**src/rtl/pac_pkg.sv**
```systemverilog
package pac_pkg;
  typedef enum logic [2:0] {
    STL_NONE    = 3'd0,
    STL_ICMISS  = 3'd1,
    STL_LDUSE   = 3'd2,
    STL_RSVFULL = 3'd3,
    STL_FROZEN  = 3'd4,
    STL_EXT     = 3'd5
  } stall_code_e;

  typedef enum logic [1:0] {
    FWD_RF  = 2'd0,
    FWD_EX  = 2'd1,
    FWD_MEM = 2'd2
  } fwd_sel_e;

  localparam int ID_S  = 1;
  localparam int EX_S  = 2;
  localparam int MEM_S = 3;
endpackage

```
**src/rtl/pac_hazard.sv**
```systemverilog
module pac_hazard
  import pac_pkg::*;
#(
  parameter int REG_W     = 5,
  parameter int TYPE_W    = 2,
  parameter int LOAD_TYPE = 1
) (
  input  logic              id_vld_i,
  input  logic [REG_W-1:0]  src_a_i,
  input  logic [REG_W-1:0]  src_b_i,
  input  logic              ex_vld_i,
  input  logic              ex_wr_i,
  input  logic [TYPE_W-1:0] ex_type_i,
  input  logic [REG_W-1:0]  ex_dst_i,
  input  logic              mem_vld_i,
  input  logic              mem_wr_i,
  input  logic [REG_W-1:0]  mem_dst_i,
  output logic              ld_use_o,
  output fwd_sel_e          fwd_a_o,
  output fwd_sel_e          fwd_b_o
);
  localparam logic [TYPE_W-1:0] LD_T = TYPE_W'(LOAD_TYPE);

  logic ex_live, mem_live;
  logic [1:0] ex_hit, mem_hit;
  logic [REG_W-1:0] src [2];
  fwd_sel_e sel [2];

  assign src[0]   = src_a_i;
  assign src[1]   = src_b_i;
  assign ex_live  = ex_vld_i & ex_wr_i & (ex_dst_i != '0);
  assign mem_live = mem_vld_i & mem_wr_i & (mem_dst_i != '0);

  for (genvar s = 0; s < 2; s++) begin : g_src
    assign ex_hit[s]  = ex_live & (ex_dst_i == src[s]);
    assign mem_hit[s] = mem_live & (mem_dst_i == src[s]);
    always_comb begin
      if (ex_hit[s])       sel[s] = FWD_EX;
      else if (mem_hit[s]) sel[s] = FWD_MEM;
      else                 sel[s] = FWD_RF;
    end
  end

  assign fwd_a_o  = sel[0];
  assign fwd_b_o  = sel[1];
  assign ld_use_o = id_vld_i & (ex_type_i == LD_T) & (|ex_hit);
endmodule

```
**src/rtl/pac_freeze.sv**
```systemverilog
module pac_freeze (
  input  logic clk_i,
  input  logic rst_ni,
  input  logic ic_req_i,
  input  logic ic_hit_i,
  output logic ic_miss_o,
  output logic frozen_o
);
  logic frozen_q, ic_ok;

  assign ic_miss_o = ic_req_i & ~ic_hit_i;
  assign ic_ok     = ic_req_i & ic_hit_i;
  // only fetch's own hit clears; a hit while thawed leaves state at 0
  assign frozen_o  = ic_miss_o | (frozen_q & ~ic_ok);

  always_ff @(posedge clk_i or negedge rst_ni) begin
    if (!rst_ni) frozen_q <= 1'b0;
    else         frozen_q <= frozen_o;
  end
endmodule

```
**src/rtl/pac_resv.sv**
```systemverilog
module pac_resv #(
  parameter int NSTG  = 5,
  parameter int TAG_W = 8,
  localparam int SW   = $clog2(NSTG)
) (
  input  logic                        clk_i,
  input  logic                        rst_ni,
  input  logic                        req_i,
  input  logic [SW-1:0]               req_stg_i,
  input  logic [TAG_W-1:0]            req_tag_i,
  input  logic                        rel_i,
  input  logic [TAG_W-1:0]            rel_tag_i,
  output logic                        grant_o,
  output logic [NSTG-1:1]             held_o,
  output logic [(NSTG-1)*TAG_W-1:0]   owner_o
);
  logic [NSTG-1:1] pick;

  for (genvar i = 1; i < NSTG; i++) begin : g_slot
    logic             v_q;
    logic [TAG_W-1:0] t_q;
    logic             free_ok, drop;

    assign free_ok = ~v_q | (t_q == req_tag_i);
    assign pick[i] = req_i & (req_stg_i == SW'(i)) & free_ok;
    assign drop    = rel_i & v_q & (t_q == rel_tag_i);

    always_ff @(posedge clk_i or negedge rst_ni) begin
      if (!rst_ni) begin
        v_q <= 1'b0;
        t_q <= '0;
      end else if (pick[i]) begin
        v_q <= 1'b1;
        t_q <= req_tag_i;
      end else if (drop) begin
        v_q <= 1'b0;
      end
    end

    assign held_o[i] = v_q;
    assign owner_o[(i-1)*TAG_W +: TAG_W] = t_q;
  end

  assign grant_o = |pick;
endmodule

```
**src/rtl/pac_advance.sv**
```systemverilog
module pac_advance #(
  parameter int NSTG  = 5,
  parameter int TAG_W = 8
) (
  input  logic [NSTG-1:0]             vld_i,
  input  logic [NSTG-2:0]             hold_i,
  input  logic [NSTG-1:1]             held_i,
  input  logic [(NSTG-1)*TAG_W-1:0]   owner_i,
  input  logic [(NSTG-1)*TAG_W-1:0]   tag_i,
  output logic [NSTG-1:0]             send_o,
  output logic [NSTG-1:1]             bubble_o
);
  logic [NSTG-1:1] blk;

  // owner_i slot i-1 is stage i; tag_i slot i-1 is the sender into stage i
  for (genvar i = 1; i < NSTG; i++) begin : g_blk
    assign blk[i] = held_i[i] &
                    (owner_i[(i-1)*TAG_W +: TAG_W] != tag_i[(i-1)*TAG_W +: TAG_W]);
  end

  always_comb begin
    logic go;
    go = vld_i[NSTG-1];
    send_o[NSTG-1] = go;
    for (int i = NSTG-2; i >= 0; i--) begin
      go = vld_i[i] & ~hold_i[i] & ~blk[i+1] & (~vld_i[i+1] | go);
      send_o[i] = go;
    end
  end

  for (genvar i = 1; i < NSTG; i++) begin : g_bub
    assign bubble_o[i] = (~vld_i[i] | send_o[i]) & ~send_o[i-1];
  end
endmodule

```
**src/rtl/pipe_adv_ctrl.sv**
```systemverilog
module pipe_adv_ctrl
  import pac_pkg::*;
#(
  parameter int NSTG      = 5,
  parameter int REG_W     = 5,
  parameter int TAG_W     = 8,
  parameter int TYPE_W    = 2,
  parameter int LOAD_TYPE = 1,
  localparam int SW       = $clog2(NSTG)
) (
  input  logic                      clk_i,
  input  logic                      rst_ni,
  input  logic [NSTG-1:0]           stg_vld_i,
  input  logic [NSTG-2:0]           stg_stall_i,
  input  logic [(NSTG-1)*TAG_W-1:0] stg_tag_i,
  input  logic [TYPE_W-1:0]         ex_type_i,
  input  logic                      ex_wr_i,
  input  logic [REG_W-1:0]          ex_dst_i,
  input  logic                      mem_wr_i,
  input  logic [REG_W-1:0]          mem_dst_i,
  input  logic [REG_W-1:0]          id_src_a_i,
  input  logic [REG_W-1:0]          id_src_b_i,
  input  logic                      ic_req_i,
  input  logic                      ic_hit_i,
  input  logic                      rsv_req_i,
  input  logic [SW-1:0]             rsv_stg_i,
  input  logic [TAG_W-1:0]          rsv_tag_i,
  input  logic                      rsv_rel_i,
  input  logic [TAG_W-1:0]          rsv_rel_tag_i,
  output logic [NSTG-1:0]           adv_o,
  output logic [NSTG-1:1]           bubble_o,
  output logic [1:0]                fwd_a_o,
  output logic [1:0]                fwd_b_o,
  output logic [2:0]                stall_code_o,
  output logic                      rsv_grant_o
);
  logic ld_use, ic_miss, frozen, rsv_fail;
  fwd_sel_e fa, fb;
  logic [NSTG-1:1] held;
  logic [(NSTG-1)*TAG_W-1:0] owner;
  logic [NSTG-2:0] hold;
  stall_code_e code;

  pac_hazard #(.REG_W(REG_W), .TYPE_W(TYPE_W), .LOAD_TYPE(LOAD_TYPE)) u_haz (
    .id_vld_i  (stg_vld_i[ID_S]),
    .src_a_i   (id_src_a_i),
    .src_b_i   (id_src_b_i),
    .ex_vld_i  (stg_vld_i[EX_S]),
    .ex_wr_i   (ex_wr_i),
    .ex_type_i (ex_type_i),
    .ex_dst_i  (ex_dst_i),
    .mem_vld_i (stg_vld_i[MEM_S]),
    .mem_wr_i  (mem_wr_i),
    .mem_dst_i (mem_dst_i),
    .ld_use_o  (ld_use),
    .fwd_a_o   (fa),
    .fwd_b_o   (fb)
  );

  pac_freeze u_frz (
    .clk_i     (clk_i),
    .rst_ni    (rst_ni),
    .ic_req_i  (ic_req_i),
    .ic_hit_i  (ic_hit_i),
    .ic_miss_o (ic_miss),
    .frozen_o  (frozen)
  );

  pac_resv #(.NSTG(NSTG), .TAG_W(TAG_W)) u_rsv (
    .clk_i     (clk_i),
    .rst_ni    (rst_ni),
    .req_i     (rsv_req_i),
    .req_stg_i (rsv_stg_i),
    .req_tag_i (rsv_tag_i),
    .rel_i     (rsv_rel_i),
    .rel_tag_i (rsv_rel_tag_i),
    .grant_o   (rsv_grant_o),
    .held_o    (held),
    .owner_o   (owner)
  );

  assign rsv_fail = rsv_req_i & ~rsv_grant_o;

  // fetch owns the freeze; writeback is outside hold (never blocked)
  for (genvar i = 0; i < NSTG-1; i++) begin : g_hold
    if (i == 0) begin : g_if
      assign hold[i] = stg_stall_i[i] | ic_miss;
    end else if (i == ID_S) begin : g_id
      assign hold[i] = stg_stall_i[i] | frozen | ld_use | rsv_fail;
    end else begin : g_mid
      assign hold[i] = stg_stall_i[i] | frozen;
    end
  end

  pac_advance #(.NSTG(NSTG), .TAG_W(TAG_W)) u_adv (
    .vld_i    (stg_vld_i),
    .hold_i   (hold),
    .held_i   (held),
    .owner_i  (owner),
    .tag_i    (stg_tag_i),
    .send_o   (adv_o),
    .bubble_o (bubble_o)
  );

  always_comb begin
    if (ic_miss)           code = STL_ICMISS;
    else if (ld_use)       code = STL_LDUSE;
    else if (rsv_fail)     code = STL_RSVFULL;
    else if (frozen)       code = STL_FROZEN;
    else if (|stg_stall_i) code = STL_EXT;
    else                   code = STL_NONE;
  end

  assign stall_code_o = code;
  assign fwd_a_o      = fa;
  assign fwd_b_o      = fb;
endmodule

```
**config.mk**
```make
export PLATFORM = sky130hd
export DESIGN_NAME = pipe_adv_ctrl
export DESIGN_NICKNAME = d
export VERILOG_FILES = /design/src/rtl/pac_pkg.sv /design/src/rtl/pac_hazard.sv /design/src/rtl/pac_freeze.sv /design/src/rtl/pac_resv.sv /design/src/rtl/pac_advance.sv /design/src/rtl/pipe_adv_ctrl.sv
export SDC_FILE = /design/constraint.sdc
export NUM_CORES = 1
export LEC_CHECK = 0
export ABC_AREA = 0
export BUFFER_PORTS_ARGS = -buffer_cell sky130_fd_sc_hd__clkbuf_2
export CORE_MARGIN = 4
export CORE_UTILIZATION = 51
export DETAILED_ROUTE_END_ITERATION = 10
export PLACE_DENSITY = 0.82
export SYNTH_ARGS = -nofsm -noshare
export SYNTH_HDL_FRONTEND = slang
export SYNTH_SLANG_ARGS = --single-unit
```
**constraint.sdc**
```tcl
create_clock -name clk_i -period 1.8 [get_ports clk_i]
set_input_delay 0.09 -clock clk_i [delete_from_list [all_inputs] [get_ports clk_i]]
set_output_delay 0.09 -clock clk_i [all_outputs]
set_load 0.01 [all_outputs]
```
Word-level counts from Yosys, hierarchy flattened
Cells that the tools add are included.
{"block": "totals", "register_bits": 37, "latchBits": 0, "ram_bits": 0, "mem_bits_ro": 0, "inputBits": 90, "output_inout_bits": 17, "elab_cells": 140, "memories": 0}
{"block": "op_classes", "n_addsub": 0, "mul": 0, "n_div": 0, "magnitude_cmp": 0, "eq_ne": 21, "n_shift": 0, "mux": 17, "bitwise_logic": 84, "n_reduce_logical": 9}
{"op": "8-bit == test", "count": 8}
{"op": "1-bit AND", "count": 48}
{"op": "8-bit != test", "count": 4}
{"op": "1-bit inverter", "count": 22}
{"op": "5-bit == test", "count": 4}
{"op": "3-bit 2-to-1 mux", "count": 5}
{"op": "1-bit bitwise OR", "count": 14}
{"op": "5-bit nonzero test", "count": 2}
{"op": "1-bit 2-to-1 mux", "count": 8}
{"op": "2-bit 2-to-1 mux", "count": 4}
{"op": "2-bit nonzero test", "count": 4}
{"op": "4-bit OR reduction", "count": 2}
{"op": "3-bit by 2-bit == test with 1-bit output, second input constant", "count": 2}
{"op": "3-bit by 1-bit == test with 1-bit output, second input constant", "count": 1}
{"op": "3-bit == test, second input constant", "count": 1}
{"op": "2-bit by 1-bit == test with 1-bit output, second input constant", "count": 1}
{"op": "2-bit OR reduction", "count": 1}

Logic depth before layout (Yosys ltp)
Gate-level depths: netlist (run 1).
{"block": "logic_depth", "depth_word": 16, "mapped_depth": 7, "mapped_depth_nobuf": 6}

Cells and area by module
Synthesis (run 1) repeated with hierarchy kept, for this count alone.
{"block": "unflattened", "cells_unflattened": 295, "hier_area_um2": 3156.8}
{"mod": "pac_resv", "n_inst": 1, "cells_each": 179, "area_per_inst_um2": 2234.6, "seq_area_each_um2": 900.9}
{"mod": "pac_advance", "n_inst": 1, "cells_each": 64, "area_per_inst_um2": 501.7, "seq_area_each_um2": 0.0}
{"mod": "pac_hazard", "n_inst": 1, "cells_each": 36, "area_per_inst_um2": 297.8, "seq_area_each_um2": 0.0}
{"mod": "pipe_adv_ctrl", "n_inst": 1, "cells_each": 12, "area_per_inst_um2": 80.1, "seq_area_each_um2": 0.0}
{"mod": "pac_freeze", "n_inst": 1, "cells_each": 4, "area_per_inst_um2": 42.5, "seq_area_each_um2": 25.0}

Worst setup path after synthesis (run 1)
No wires, ideal clock.
{"block": "synth_path", "path_type": "register -> output", "start": "register u_rsv.g_slot[4].t_q[0]", "end": "output bubble_o[2] (netlist bit)", "arrival_time_ns": 1.635, "required_time_ns": 1.710, "setup_slack_ns": 0.075, "path_stages_with_launch": 7, "path_buffers": 0, "cell_sequence": "dfrtp_1 > xnor2_1 > nand4_1 > o21ai_0 > a21oi_1 > o21ai_0 > a21boi_0"}
{"block": "synth_via", "elab_chain_cells": 13, "word_cells_on_any_way": 20, "cone_classes": "eq/ne: 2; bitwise: 17; reduce/logical: 1"}
{"item": "start, declared", "line": "pac_resv.sv:21", "text": "logic [TAG_W-1:0] t_q;"}
{"item": "start signal, assigned", "line": "pac_resv.sv:34", "text": "t_q <= req_tag_i;"}
{"item": "8-bit == test", "line": "pac_resv.sv:24", "text": "assign free_ok = ~v_q | (t_q == req_tag_i);"}
{"item": "1-bit bitwise OR", "line": "pac_resv.sv:24"}
{"item": "1-bit AND", "line": "pac_resv.sv:25", "text": "assign pick[i] = req_i & (req_stg_i == SW'(i)) & free_ok;"}
{"item": "4-bit OR reduction", "line": "pac_resv.sv:44", "text": "assign grant_o = |pick;"}
{"item": "1-bit inverter", "line": "pipe_adv_ctrl.sv:82", "text": "assign rsv_fail = rsv_req_i & ~rsv_grant_o;"}
{"item": "1-bit AND", "line": "pipe_adv_ctrl.sv:82"}
{"item": "1-bit bitwise OR", "line": "pipe_adv_ctrl.sv:89", "text": "assign hold[i] = stg_stall_i[i] | frozen | ld_use | rsv_fail;"}
{"item": "1-bit inverter", "line": "pac_advance.sv:26", "text": "go = vld_i[i] & ~hold_i[i] & ~blk[i+1] & (~vld_i[i+1] | go);"}
{"item": "1-bit AND (3 in series)", "line": "pac_advance.sv:26"}
{"item": "1-bit inverter", "line": "pac_advance.sv:32", "text": "assign bubble_o[i] = (~vld_i[i] | send_o[i]) & ~send_o[i-1];"}
{"item": "1-bit AND (*)", "line": "pac_advance.sv:32"}
{"item": "end, declared", "line": "pipe_adv_ctrl.sv:31", "text": "output logic [NSTG-1:1] bubble_o,"}
Every way passes the cells marked *; elsewhere a longest branch is shown, timed or not.

Worst setup path after layout (run 1)
{"block": "layout_path", "start": "register u_rsv.g_slot[2].t_q[6]", "end": "output adv_o[0]"}
{"block": "layout_via", "elab_chain_cells": 13, "word_cells_on_any_way": 16, "cone_classes": "eq/ne: 2; bitwise: 13; reduce/logical: 1"}
{"item": "start, declared", "line": "pac_resv.sv:21"}
{"item": "start signal, assigned", "line": "pac_resv.sv:34"}
{"item": "8-bit == test", "line": "pac_resv.sv:24"}
{"item": "1-bit bitwise OR", "line": "pac_resv.sv:24"}
{"item": "1-bit AND", "line": "pac_resv.sv:25"}
{"item": "4-bit OR reduction", "line": "pac_resv.sv:44"}
{"item": "1-bit inverter", "line": "pipe_adv_ctrl.sv:82"}
{"item": "1-bit AND", "line": "pipe_adv_ctrl.sv:82"}
{"item": "1-bit bitwise OR", "line": "pipe_adv_ctrl.sv:89"}
{"item": "1-bit inverter", "line": "pac_advance.sv:26"}
{"item": "1-bit AND", "line": "pac_advance.sv:26"}
{"item": "1-bit AND (*) (2 in series)", "line": "pac_advance.sv:26"}
{"item": "1-bit bitwise OR (*)", "line": "pac_advance.sv:26"}
{"item": "1-bit AND (*)", "line": "pac_advance.sv:26"}
{"item": "end, declared", "line": "pipe_adv_ctrl.sv:30", "text": "output logic [NSTG-1:0] adv_o,"}
Marks and branches as above.

==> impl_results.md, run 1 <==
- Synth Cell Area: 2983 µm²
- Post-place setup slack: -0.1673 ns
- Number of buffer and inverter instances along the worst setup path: 2
- Largest net degree at the start of global routing: 38
- Power density of the placed cells: 938.8 nW/µm²
- Final cell count without fillers: 540
- Cell Rows: 27
- Buffers from clock root to sink, at most: 2
- Antenna violations before repair: 0
- Top routing layer in use: met4
- Area of the core: 5574 µm²
- Aggregate negative setup slack: -4.937 ns
- Slowest stage cell on the critical path: sky130_fd_sc_hd__dfrtp_1
- Slew at the pin with the worst max-slew slack: 0.4822 ns
- Maximum fanout count along the critical path: 6
- Gr usage total: 0.2986
- WHS: 0.1800 ns
- Clock latency reported for the late side of the worst-skew pair: 0.31 ns
- Switch Pwr: 1.485 mW
- Via count of the first global-routing pass: 3313
- Synth warnings: 0
- Slack of the worst reg-to-reg path: -0.12 ns
- Width of the die: 84.48 µm
- Avg Cell Area, Syn: 10.04 µm²
- Worst Hold Endpoint: adv_o[4]
- Worst hold path class: in -> out
- Crit start category: register
- H-Tree Level Count: 2
- Sequential area share after synthesis: 0.3104
- Worst path setup slack after routing: -0.4296 ns
- Critical path data required time: 1.71 ns
- Violated checks: setup timing
- Count of flip-flops with a built-in enable after synthesis: 0
- CTS tree: built
- Headroom to the max-slew limit: 0.6786
- WL/cell: 20.75 µm
- Met3 Routed Length: 1.035 mm
- Family of cells with the greatest summed delay on the critical path: compound AO/OA/AOI/OAI gates
- Wire length reported by the detailed router: 11.21 mm
- Antenna diodes: 0
- Die Area: 7136 µm²
- Async set or reset register ratio after synthesis: 1.000
- Crit path kind: reg -> out
- Cell total after placement: 518
- DRC Markers: 0
- Top-level port count: 107
- Initial standard-cell utilization of the core: 0.5351
- Highest ir drop seen on vdd: 0.0008301 V
- First drt pass iteration count: 5
- Crit path cell chain: xnor2_2 -> nand4_1 -> o21ai_2 -> a32oi_2 -> nand4_1 -> buf_6 -> a41o_1 -> buf_2
- Leading cell types in the layout, fill and taps excluded: 93 x sky130_fd_sc_hd__clkbuf_2, 68 x sky130_fd_sc_hd__xnor2_1, 61 x sky130_fd_sc_hd__buf_4
- Switching share of total power: 0.3542
- Clock buffer count from CTS: 5
- DR vias: 3146
- Num Clock Sinks: 37
- Arrival time of data at the critical path endpoint: 2.14 ns
- Max-capacitance violation count: 0
- Iter 0 DRT Violations: 230
- Leakage power total: 2.063 nW
- Sum of routed wire segments on met1: 4.265 mm
- Fraction of power consumed by the clock network: 0.208
- Synthesized Nets: 387
- Number of max-slew violations in the final report: 0
- Outcome: complete, but fails checks
- Worst clock skew: 0.003975 ns
- Ratio of final minimum period to clock period: 1.239
- Final Critical Period: 2.230 ns
- Vias per std cell: 5.826
- Total overflow reported by the global router: 0
- Start point of the worst hold path: stg_vld_i[4]
- Clk Tree Root Cell: sky130_fd_sc_hd__clkbuf_8
- Critical path capture point type: output pin
- Worst-path clk slew: 0.07 ns
- Final setup viols: 27
- Most frequently used flop master after synthesis: sky130_fd_sc_hd__dfrtp_1
- Sum of met2 wire segment lengths after detailed routing: 5.376 mm
- Upper clock frequency limit: 0.4485 GHz
- Crit-path max cell delay: 0.41 ns
- Layout cell share with drive strength beyond 1: 0.5299
- Combinational fraction of design power: 0.470
- Antenna violation net count after detailed routing: 0
- Reg2Reg Depth: 7
- Count of different cell masters after synthesis: 31
- Design Power: 4.194 mW
- Final RePlAce weighted congestion: 0.8917
- Pint: 2.708 mW
- Net count of the finished layout: 557
- Crit Reg-Reg Startpoint: u_rsv.g_slot[2].t_q[6]$_DFFE_PN0P_
- Endpoint of the worst register-to-register path: u_rsv.g_slot[2].t_q[7]$_DFFE_PN0P_
- Cell depth of the worst min-delay path: 0
- HPWL Detailed: 7.864 mm
- Most common library cell in the layout ignoring fill and taps: sky130_fd_sc_hd__clkbuf_2
- Synthesized netlist cell count: 297
- Die boundary height: 84.48 µm
- P&R area growth vs syn: 49.75%
- RSZ-0062 raised after global routing: yes
- First-pass GRT wire length: 16.71 mm
- Number of buffer cells added on primary ports: 104
- Yosys reg bits: 37
- Sequential power share: 0.322
- Cell seen most often among critical-path stages: sky130_fd_sc_hd__nand4_1
- Final hold violation count: 0
[repair_timing]
item | CTS | global route
buffers inserted | 10 | 6
cloned | 1 | 1
setup endpoints to repair | 30 | 34
hold buffers | 1 | 0
endpoints found under the hold margin | 37 | 0
pin swaps | 16 | 15
resized for setup | 30 | 42
[worst register-to-register path: stages, from the launching register on]
cell                      delay (ns)
sky130_fd_sc_hd__dfrtp_1        0.41
sky130_fd_sc_hd__xnor2_2        0.21
sky130_fd_sc_hd__nand4_1        0.26
sky130_fd_sc_hd__o21ai_2        0.25
sky130_fd_sc_hd__buf_4          0.14
sky130_fd_sc_hd__nand3_2        0.10
sky130_fd_sc_hd__buf_6          0.17
sky130_fd_sc_hd__mux2_2         0.27
[layout make-up]
cell class	count	area, µm²
tap	72	90.09
clock inverter	3	65.06
multi-input combinational	243	2168
fill	340	1107
timing repair buffer	174	1124
clock buffer	5	68.82
sequential	37	928.4
inverter	6	22.52
[synthesized netlist by cell type, types with 3 or more instances]
| cell | count | share of area |
|---|---|---|
| sky130_fd_sc_hd__inv_1 | 6 | 0.0075 |
| sky130_fd_sc_hd__nand3_1 | 9 | 0.015 |
| sky130_fd_sc_hd__buf_2 | 10 | 0.017 |
| sky130_fd_sc_hd__xor2_1 | 42 | 0.12 |
| sky130_fd_sc_hd__mux2_2 | 32 | 0.12 |
| sky130_fd_sc_hd__nor2b_1 | 4 | 0.0084 |
| sky130_fd_sc_hd__dfrtp_1 | 37 | 0.31 |
| sky130_fd_sc_hd__nand4_1 | 18 | 0.038 |
| sky130_fd_sc_hd__xnor2_1 | 74 | 0.22 |
| sky130_fd_sc_hd__o41ai_1 | 4 | 0.012 |
| sky130_fd_sc_hd__a21oi_1 | 4 | 0.0067 |
| sky130_fd_sc_hd__o21ai_0 | 10 | 0.017 |
| sky130_fd_sc_hd__a21boi_0 | 3 | 0.0075 |
| sky130_fd_sc_hd__or4_1 | 5 | 0.013 |
| sky130_fd_sc_hd__nand2_1 | 10 | 0.013 |
| sky130_fd_sc_hd__nor4_1 | 6 | 0.013 |
| sky130_fd_sc_hd__nor2_1 | 4 | 0.0050 |
[kinds of logic after synthesis]
group / Yosys count / share of synthesized area
flip-flops: 37 / 0.3104
AO/OA/AOI/OAI: 28 / 0.06502
multiplexers: 32 / 0.1208
buffers and inverters: 17 / 0.02685
AND/OR/NAND/NOR: 67 / 0.1363
XOR/XNOR: 116 / 0.3406
[power by group through the flow]
stage          registers [mW]  clock network [mW]  logic, mW
4_1_cts                  1.32               0.882       1.79
2_1_floorplan            1.33                   0      0.917
3_5_place_dp             1.33                   0       1.65
5_1_grt                  1.36               0.917       2.10
3_3_place_gp             1.31                   0       1.59
6_report                 1.35               0.872       1.97
[state kept, by name, indices dropped and copies added (netlist names)]
signal	flops
u_frz.frozen_q	1
u_rsv.g_slot.v_q	4
u_rsv.g_slot.t_q	32
[per-stage QoR]
stage	instance area, µm²	utilization
floorplan	2983	-
global placement	3956	0.7098
detailed placement	3956	0.7098
CTS	4275	0.7670
global route	4467	0.8013
finish	4467	0.8013
[per-layer routing]
| metal | up-vias | GRT usage |
|---|---|---|
| met5 | - | 0 |
| met4 | 0 | 0.1554 |
| met3 | 57 | 0.06379 |
| met2 | 212 | 0.5079 |
| met1 | 1488 | 0.3535 |
| li1 | 1389 | - |
[how the worst max path moves through the flow]
stage | startpoint | to | slack (ns) | cells past startpoint
5_1_grt | u_rsv.g_slot[3].t_q[7]$_DFFE_PN0P_ | bubble_o[2] | -0.48 | 8
4_1_cts | u_rsv.g_slot[2].t_q[5]$_DFFE_PN0P_ | stall_code_o[0] | -0.34 | 8
3_5_place_dp | u_rsv.g_slot[3].t_q[6]$_DFFE_PN0P_ | bubble_o[2] | -0.17 | 8
6_report | u_rsv.g_slot[2].t_q[6]$_DFFE_PN0P_ | adv_o[0] | -0.43 | 8
3_3_place_gp | u_rsv.g_slot[3].t_q[2]$_DFFE_PN0P_ | bubble_o[2] | -0.16 | 8
2_1_floorplan | u_rsv.g_slot[4].t_q[0]$_DFFE_PN0P_ | bubble_o[2] | 0.08 | 6
Note: power is estimated with default switching activity, not from simulation.
==> inputs of run 2 (changes only) <==
- CORE_MARGIN: 4 -> 2
- CORE_UTILIZATION: 51 -> 46
- PLACE_DENSITY: 0.82 -> 0.78
- clock period: 1.8 -> 2 ns (I/O delays scaled with it)
==> run 2 against run 1 <==
  * Flip-flop and latch count stayed put
  * Largest cell class unchanged
  * Global-route usage shrank 6.2 points
  * The flow still finishes with violations (setup timing)
  * First-iteration DRC count fell by 20%
  * Clock power fell by 40%
  * Sequential share of layout area grew 3.1 points
  * Non-clock buffer count shrank 46
  * Cell count is 7.6% lower
  * Clock skew about the same
  * Count of clock-buffer cells in the layout grew 1
  * Hold slack improved by 0.018 ns
==> impl_results.md, run 2 (synthesis gave the netlist of run 1 again) <==
- Iter 0 DRT Violations: 183 (-20%)
- Leakage power total: 1.749 nW (-15%)
- Final cell count without fillers: 499 (-7.6%)
- Worst hold path class: in -> reg
- Biggest regs: u_rsv.g_slot.t_q x32, u_rsv.g_slot.v_q x4, u_frz.frozen_q x1
- Arrival time of data at the critical path endpoint: 2.00 ns (-0.14 ns)
- Critical path data required time: 1.90 ns (+0.19 ns)
- Flip-flop count of the largest register after layout: 32 (unchanged)
- Most common library cell in the layout ignoring fill and taps: sky130_fd_sc_hd__clkbuf_2
- Die Area: 7144 µm² (+0.12%)
- Crit path kind: reg -> out
- Net count of the finished layout: 511 (-8.3%)
- Slew at the pin with the worst max-slew slack: 0.4817 ns (-0.0004184 ns)
- Clock latency reported for the late side of the worst-skew pair: 0.29 ns (-0.02 ns)
- Max-capacitance violation count: 0 (unchanged)
- Cell area after layout: 3921 µm² (-12%)
- Upper clock frequency limit: 0.4752 GHz
- Final RePlAce weighted congestion: 0.9133 (+2.4%)
- Vias per std cell: 5.577 (-4.3%)
- Wire length reported by the detailed router: 8.613 mm (-23%)
- Antenna violation net count after detailed routing: 0 (unchanged)
- Critical path capture point type: output pin
- Headroom to the max-slew limit: 0.6788 (about the same)
- RSZ-0062 raised after global routing: yes
- Buffers from clock root to sink, at most: 2 (unchanged)
- Outcome: complete, but fails checks
- Ratio of final minimum period to clock period: 1.052
- Final hold violation count: 0 (unchanged)
- Power density of the placed cells: 797.3 nW/µm² (-15%)
- Cell Rows: 29 (+7.4%)
- Top-level port count: 107 (unchanged)
- Cell total after placement: 481 (-7.1%)
- Crit start category: register
- Clock buffer count from CTS: 5 (unchanged)
- Area of placed instances: 3647 µm² (-7.8%)
- CTS tree: built
- Gr usage total: 0.2367 (-0.06186)
- Number of max-slew violations in the final report: 0 (unchanged)
- P&R area growth vs syn: 31.46%
- Register name with the most flops: u_rsv.g_slot.t_q
- Highest ir drop seen on vdd: 0.0007507 V (-9.6%)
- First-pass GRT wire length: 13.47 mm (-19%)
- Total overflow reported by the global router: 0 (unchanged)
- Num Clock Sinks: 37 (unchanged)
- Die boundary height: 84.53 µm (about the same)
- Layout cell share with drive strength beyond 1: 0.4621 (-0.06783)
- H-Tree Level Count: 2 (unchanged)
- Worst clock skew: 0.003917 ns (-0.00005837 ns)
- Design Power: 3.126 mW (-25%)
- Clk Tree Root Cell: sky130_fd_sc_hd__clkbuf_8
- DR vias: 2783 (-12%)
- Maximum fanout count along the critical path: 7 (+1)
- DRC Markers: 0 (unchanged)
- Leading cell types in the layout, fill and taps excluded: 100 x sky130_fd_sc_hd__clkbuf_2, 68 x sky130_fd_sc_hd__xnor2_1, 42 x sky130_fd_sc_hd__xor2_1
- HPWL Detailed: 6.559 mm (-17%)
- Initial standard-cell utilization of the core: 0.4725 (-0.06268)
- Largest net degree at the start of global routing: 38 (unchanged)
- Antenna violations before repair: 0 (unchanged)
- Area of the core: 6314 µm² (+13%)
- Final setup viols: 7 (-74%)
- First drt pass iteration count: 4 (-1)
- Final Critical Period: 2.104 ns
- Antenna diodes: 0 (unchanged)
- Number of buffer cells added on primary ports: 104 (unchanged)
- Via count of the first global-routing pass: 2915 (-12%)
- Violated checks: setup timing
- Worst path setup slack after routing: -0.1044 ns (+0.3252 ns)
- Final standard cell utilization of the core: 0.6211 (-0.1803)
- Width of the die: 84.53 µm (about the same)
- Worst-path clk slew: 0.08 ns (about the same)
- WL/cell: 17.26 µm (-17%)
## run 2: changes by cell type in the layout (fill, tap and decap cells not counted), sizes merged
cell / delta
buf: -53
bufinv: -2
clkbuf: +8
clkinv: +1
## run 2: worst paths after layout
check / from / end / slack (ns) / cells after the start
max: u_rsv.g_slot[3].t_q[5]$_DFFE_PN0P_ / bubble_o[1] / -0.10 / 9
min: rsv_rel_i / u_rsv.g_slot[1].v_q$_DFFE_PN0P_ / 0.20 / 4
max reg2reg: u_rsv.g_slot[3].t_q[5]$_DFFE_PN0P_ / u_rsv.g_slot[3].t_q[2]$_DFFE_PN0P_ / 0.24 / 6
min reg2reg: u_rsv.g_slot[3].v_q$_DFFE_PN0P_ / u_rsv.g_slot[3].v_q$_DFFE_PN0P_ / 0.58 / 2
max in group asynchronous: rst_ni / u_rsv.g_slot[4].t_q[6]$_DFFE_PN0P_ / 1.24 / 3
min in group asynchronous: rst_ni / u_rsv.g_slot[3].t_q[1]$_DFFE_PN0P_ / 0.38 / 3
## run 2: area by class of cell
cell class | count | area [µm²]
fillers | 523 | 2392
multi-input cells | 243 | 2053
clock inverters | 2 | 10.01
flip-flops and latches | 37 | 937.1
repair buffers | 128 | 729.5
well taps | 77 | 96.34
inverters | 6 | 22.52
clock buffers | 6 | 72.57
## run 2: metal layers
layer | track usage | share of wire | vias up
li1 | - | - | 1290
met1 | 0.2958 | 0.40 | 1299
met2 | 0.4080 | 0.48 | 176
met3 | 0.04818 | 0.10 | 18
met4 | 0.07937 | 0.020 | 0
met5 | 0 | 0 | -
## run 2: repair_timing
action                     in CTS  in global routing
pin swaps                      15                 11
hold buffers                    1                  0
setup endpoints to repair       8                 10
gates resized for setup        23                 20
setup buffers                   8                  2
hold endpoints to repair       37                  0
## run 2: critical path, cell delays in order, from the launching register on
cell and delay (ns):
sky130_fd_sc_hd__dfrtp_1 0.40, sky130_fd_sc_hd__buf_6 0.13, sky130_fd_sc_hd__xnor2_1 0.13, sky130_fd_sc_hd__nand4_1 0.11
sky130_fd_sc_hd__o21ai_1 0.09, sky130_fd_sc_hd__a32oi_1 0.22, sky130_fd_sc_hd__nand4_1 0.15, sky130_fd_sc_hd__buf_6 0.17
sky130_fd_sc_hd__a41o_1 0.19, sky130_fd_sc_hd__clkbuf_2 0.13
## run 2: metrics by stage
stage                     setup TNS (ns)  hold WS, ns  setup slack (ns)
after floorplan                        0      -0.1956            0.2654
after global placement                 0       0.1713           0.01721
after detailed placement        -0.01949       0.1767          -0.01949
after CTS                        -0.2416       0.1826          -0.05348
after global routing              -1.330       0.1987           -0.2054
final                            -0.5118       0.1983           -0.1044
## run 2: power breakdown
| part | switching [mW] | internal (mW) |
|---|---|---|
| sequential | 0.300 | 0.959 |
| clock | 0.285 | 0.242 |
| combinational | 0.540 | 0.801 |
| total | 1.12 | 2.00 |
